## config.mk

```make
export PLATFORM = sky130hd
export DESIGN_NAME = wake_pm_reg
export DESIGN_NICKNAME = d
export VERILOG_FILES = /design/src/rtl/wake_pm_reg.sv
export SDC_FILE = /design/constraint.sdc
export NUM_CORES = 1
export LEC_CHECK = 0
export ABC_AREA = 1
export ABC_CLOCK_PERIOD_IN_PS = 3700
export BUFFER_PORTS_ARGS = -buffer_cell sky130_fd_sc_hd__buf_2
export CORE_ASPECT_RATIO = 1.75
export CORE_UTILIZATION = 30
export CTS_CLUSTER_SIZE = 16
export DETAILED_ROUTE_END_ITERATION = 12
export GPL_ROUTABILITY_DRIVEN = 1
export PLACE_DENSITY = 0.66
export REMOVE_ABC_BUFFERS = 1
export SLEW_MARGIN = 25
export SYNTH_ARGS = -nofsm -noshare
export SYNTH_HDL_FRONTEND = slang
export SYNTH_SLANG_ARGS = --single-unit
```

## constraint.sdc

```tcl
create_clock -name clk -period 3.7 [get_ports clk]
set_input_delay 0.74 -clock clk [delete_from_list [all_inputs] [get_ports clk]]
set_output_delay 0.74 -clock clk [all_outputs]
set_load 0.1 [all_outputs]
```

## src/rtl/wake_pm_reg.sv

```systemverilog
module wake_pm_reg #(
  parameter int ADDR_W = 12,
  parameter logic [ADDR_W-1:0] REG_OFFSET = 'h084,
  parameter int PULSE_W = 16
) (
  input  logic              clk,
  input  logic              rst_n,
  input  logic              reg_wr,
  input  logic [ADDR_W-1:0] reg_addr,
  input  logic [31:0]       reg_wdata,
  output logic [31:0]       reg_rdata,
  input  logic [1:0]        ed_evt,
  input  logic              wol_evt,
  input  logic              irq_clr,
  input  logic              vphy_done,
  input  logic              dev_ready,
  output logic              pme_out,
  output logic              irq_flag,
  output logic              vphy_rst
);
  localparam int CW = $clog2(PULSE_W + 1);

  logic [1:0]    ed_sts, ed_en;
  logic          wol_en, pin_en, pulse_mode;
  logic [CW-1:0] pulse_cnt;
  logic          sel, hit, trig;
  logic          unused_wbits;

  assign sel  = (reg_addr == REG_OFFSET);
  assign hit  = reg_wr && sel;
  assign trig = (|(ed_evt & ed_en)) | (wol_evt & wol_en);
  assign unused_wbits = ^{reg_wdata[31:18], reg_wdata[13:11], reg_wdata[8:3], reg_wdata[0]};

  always_ff @(posedge clk or negedge rst_n) begin
    if (!rst_n) begin
      ed_sts     <= '0;
      ed_en      <= '0;
      wol_en     <= 1'b0;
      pin_en     <= 1'b0;
      pulse_mode <= 1'b0;
    end else begin
      for (int i = 0; i < 2; i++)
        ed_sts[i] <= ed_evt[i] | (ed_sts[i] & ~(hit & reg_wdata[16+i]));
      if (hit) begin
        ed_en      <= reg_wdata[15:14];
        wol_en     <= reg_wdata[9];
        pulse_mode <= reg_wdata[2];
        pin_en     <= reg_wdata[1];
      end
    end
  end

  always_ff @(posedge clk or negedge rst_n) begin
    if (!rst_n) begin
      irq_flag  <= 1'b0;
      pulse_cnt <= '0;
    end else begin
      irq_flag <= trig | (irq_flag & ~irq_clr);
      if (trig)
        pulse_cnt <= CW'(PULSE_W);
      else if (pulse_cnt != '0)
        pulse_cnt <= pulse_cnt - 1'b1;
    end
  end

  always_ff @(posedge clk or negedge rst_n) begin
    if (!rst_n)
      vphy_rst <= 1'b0;
    else if (vphy_rst) begin
      if (vphy_done) vphy_rst <= 1'b0;
    end else if (hit && reg_wdata[10])
      vphy_rst <= 1'b1;
  end

  assign pme_out = pin_en & (pulse_mode ? (pulse_cnt != '0) : irq_flag);

  assign reg_rdata = sel ? {14'd0, ed_sts, ed_en, 3'd0, vphy_rst, wol_en, 6'd0,
                            pulse_mode, pin_en, dev_ready} : 32'd0;
endmodule

```

After elaboration in Yosys (flattened, before gate mapping)

Cells that the tools add are included.

Flip-flop bits (word level): 14
Memory bits (writable): 0
ROM bits: 0
Memories kept: 0
Latch bits: 0

Equal/unequal tests: 1
Bitwise logic cells: 15
Divide/modulo/power cells: 0
$add $sub $neg: 1
$lt $le $gt $ge: 0
Shift-type cells: 0
Reductions and logical operators: 5
Muxes and demuxes: 7
Multipliers: 0

Operators with widths:

| kind                                                                   | number |
|---|---|
| 18-bit two-way mux                                                     | 1 |
| 12-bit by 8-bit equality test with 1-bit output, second input constant | 1 |
| 5-bit two-way mux                                                      | 2 |
| 1-bit bitwise AND                                                      | 7 |
| 5-bit nonzero test                                                     | 1 |
| 5-bit by 1-bit subtractor with 5-bit output, second input constant     | 1 |
| 1-bit two-way mux                                                      | 4 |
| 1-bit OR                                                               | 4 |
| 1-bit NOT                                                              | 3 |
| 2-bit bitwise AND                                                      | 1 |
| 1-bit logical AND                                                      | 2 |
| 2-bit nonzero test                                                     | 1 |
| 2-bit OR reduction                                                     | 1 |

Longest topological paths before layout

Depth in word-level cells: 6
Depth in mapped cells: 7
Depth with buffers taken out: 7

Worst setup path after synthesis

No wires, ideal clock.

Path kind: input to output
Start point: input reg_addr[11]
End point: output reg_rdata[0]
Slack: 0.460 ns
Stages: 5
Data arrival time: 2.500 ns
Path through: nor2_1 nand3b_1 nor2_4 nand2_4 nor2_1

Cells in the longest elaborated chain, start to end: 2

RTL lines:

| what                                            | line | text |
|---|---|---|
| start: declaration                              | 9    | `input logic [ADDR_W-1:0] reg_addr,` |
| 12-bit by 8-bit equality test with 1-bit output | 29   | `assign sel = (reg_addr == REG_OFFSET);` |
| 18-bit two-way mux                              | 77   | `assign reg_rdata = sel ? {14'd0, ed_sts, ed_en, 3'd0, vphy_rst, wol_en, 6'd0,` |
| end: declaration                                | 11   | `output logic [31:0] reg_rdata,` |

Every way passes these cells.

Final worst setup path

Start point: input reg_addr[11]
End point: output reg_rdata[16]

Same word-level chain as after synthesis.

==> results.md <==
* Clk_lat worst skew at between 200 and 250 ps
* Startpoint types: primary input
* Top Metal Used: met4
* Placer Congestion at roughly 0.72
* Post-CTS setup buffer count at 0
* Worst Hold Class: in2async
* Final Cycle Share at approximately three quarters
* Worst setup path class: in2out
* Yosys top cell area share at 35.2%
* Top-Level Pins at 88
* Post-CTS sizing at 0
* Gr ovfl total at 0
* CTS Sinks at 14
* Nets at 234
* Synthesized cell area at between 900 and 1000 um2
* Drt drc at 0
* Status: finished clean
* Vias in the first global route at a little over 800
* Total GRT Usage at approximately an eighth
* Pwr dens at about 450 nW/um2
* H-tree levels at 1
* Worst IR Drop VDD at around 0.18 mV
* Post-route insts no fill at 221
* Peak fanout along the critical path at 9
* Post-synthesis average cell area at about 7.3 um2
* Fin Setup TNS at 0 ps
* Synth Instances at 137
* Post-synth top flop: dfrtp_1
* CTS root buffer: clkbuf_8
* Cell row count at 27
* Area added between synthesis and finish at 20.1%
* DPL Wire Length at 1630 um
* Clock slew at reported path FFs at ~50 ps
* Diode count at 0
* CP Data Required Time at around 3000 ps
* Chip width at 45.6 um
* Number of max-cap violations at 0
* Cells after DPL at between 200 and 250
* Fmax at roughly 0.37 GHz
* Fraction of layout cells with a size suffix above 1 at between 20 and 30%
* Yosys warns at 0
* Routed wire length at between 1500 and 2000 um
* Hold Fails Final Rpt at 0
* Most common cell in the netlist: nand2_1
* Arrival time worst endpoint at slightly below 2000 ps
* Synth cell types at 20
* Sequential share of the synthesized area at a little over a third
* Largest net degree at the start of global routing at 15
* Number of port buffers at 40
* Met2 wire length at 1030 um
* Unrepaired setup endpoints after global routing: false
* Area leader, netlist: dfrtp_1
* CP startpoint: reg_addr[11]
* Post-synth ARST share at 100%
* Drt first pass iters at 4
* Wl on met1 at roughly 630 um
* Die Y at 78.2 um
* Max Root-Sink Buffers at 2
* Starting Density at around a third
* WL/cell at 8.52 um
* Num CTS Buffers at 3
* Final Critical Period at 2700 ps
* Setup-failing EPs final at 0
* Crit path capture type: output pin
* CTS tree: built
* Antenna violations before repair at 0
* Hold_buf cts at 0
* Worst r2r src: pulse_cnt[0]$_DFFE_PN0P_
* Top post-synthesis cells by count: 27 x nand2_1, 23 x buf_4, 23 x inv_1, 22 x nor2_1, 14 x dfrtp_1
* Die Area at around 3600 um2
* Leak Pwr at 0.725 nW
* Antenna-violating nets left at 0
* Via count at 900
* Fillers at around 360
* First-pass GRT wire length at ~3200 um
* WL met3 at around 160 um
* Core ar. at 3140 um2
* Seq cells post-synth at 14
* DR vias/cell at 4.07
* Fin. max-slew vios at 0
* Detailed Route Iter0 Violations at 10
* Setup Skew at roughly 2.5 ps
* Main area contributors after synthesis: dfrtp_1 35%, buf_4 17%, nand2_1 10%
* EDFF count, synth at 0
## critical path, cell delays in order
cell      delay, ps
buf_2           100
nor2_1           90
nand3b_1        130
nor2_4          230
nand2_4         130
nor2_1          110
buf_2           430
## layout by cell type, fill, tap and decap left out, drive strengths merged
master   n
inv     23
nand3    4
clkbuf   3
dfrtp   14
nand3b   2
xor2     2
nor2    24
conb    23
nand4    8
ha       1
a211oi   1
buf     40
a21oi    2
nand2   28
o21ai    3
## state kept, by name, indices dropped and copies added, names as in the netlist
register / count
wol_en: 1
pulse_cnt: 5
pulse_mode: 1
ed_sts: 2
ed_en: 2
vphy_rst: 1
pin_en: 1
irq_flag: 1
## where the power goes
part	total [mW]	leakage, nW	switching (mW)	internal, mW
registers	0.195	0.177	0.0154	0.180
clock network	0.122	0.0216	0.0499	0.0719
logic	0.223	0.526	0.169	0.0540
## per-stage QoR
step / total power [mW] / cell area (um2) / util (%) / hold WS (ps) / worst slack (ps)
floorplan: 0.381 / 901 / - / 440 / 460
global placement: 0.416 / 1150 / 36.8 / 455 / 988
detailed placement: 0.419 / 1150 / 36.8 / 466 / 965
CTS: 0.543 / 1200 / 38.1 / 387 / 964
global route: 0.575 / 1200 / 38.1 / 402 / 879
finish: 0.540 / 1200 / 38.1 / 378 / 999
## logic make-up after synthesis
kind of cell,share of synthesized area [%]
AND/OR/NAND/NOR,31.7
buffers and inverters,26.5
flip-flops,35.2
AO/OA/AOI/OAI,3.27
XOR/XNOR,1.76
adder cells (fa/ha/maj),1.26
other,0.377
## metal layers
layer / vias up / GRT usage (%)
li1: 457 / -
met1: 394 / 11.5
met2: 43 / 21.3
met3: 6 / 2.76
met4: 0 / 9.09
met5: - / 0
## cell type report
type,instances,area [um2],share of cell area (%)
inverter,23,86.3,7.22
multi-input combinational,98,464,38.8
sequential,14,350,29.3
clock buffer,3,41.3,3.45
tap,43,53.8,4.50
timing repair buffer,40,200,16.7
## path summary, 6_finish.rpt
path / slack, ps / cells after the start / endpoint
hold reg to reg: 480 / 2 / ed_sts[0]$_DFF_PN0_
setup reg to reg: 2430 / 5 / pulse_cnt[0]$_DFFE_PN0P_
min in group clk: 480 / 2 / ed_sts[0]$_DFF_PN0_
setup / recovery: 1000 / 7 / reg_rdata[16]
max in group asynchronous: 3090 / 1 / ed_sts[0]$_DFF_PN0_
hold / removal: 380 / 1 / irq_flag$_DFF_PN0_
No activity file was read; power rests on OpenSTA's default activity.
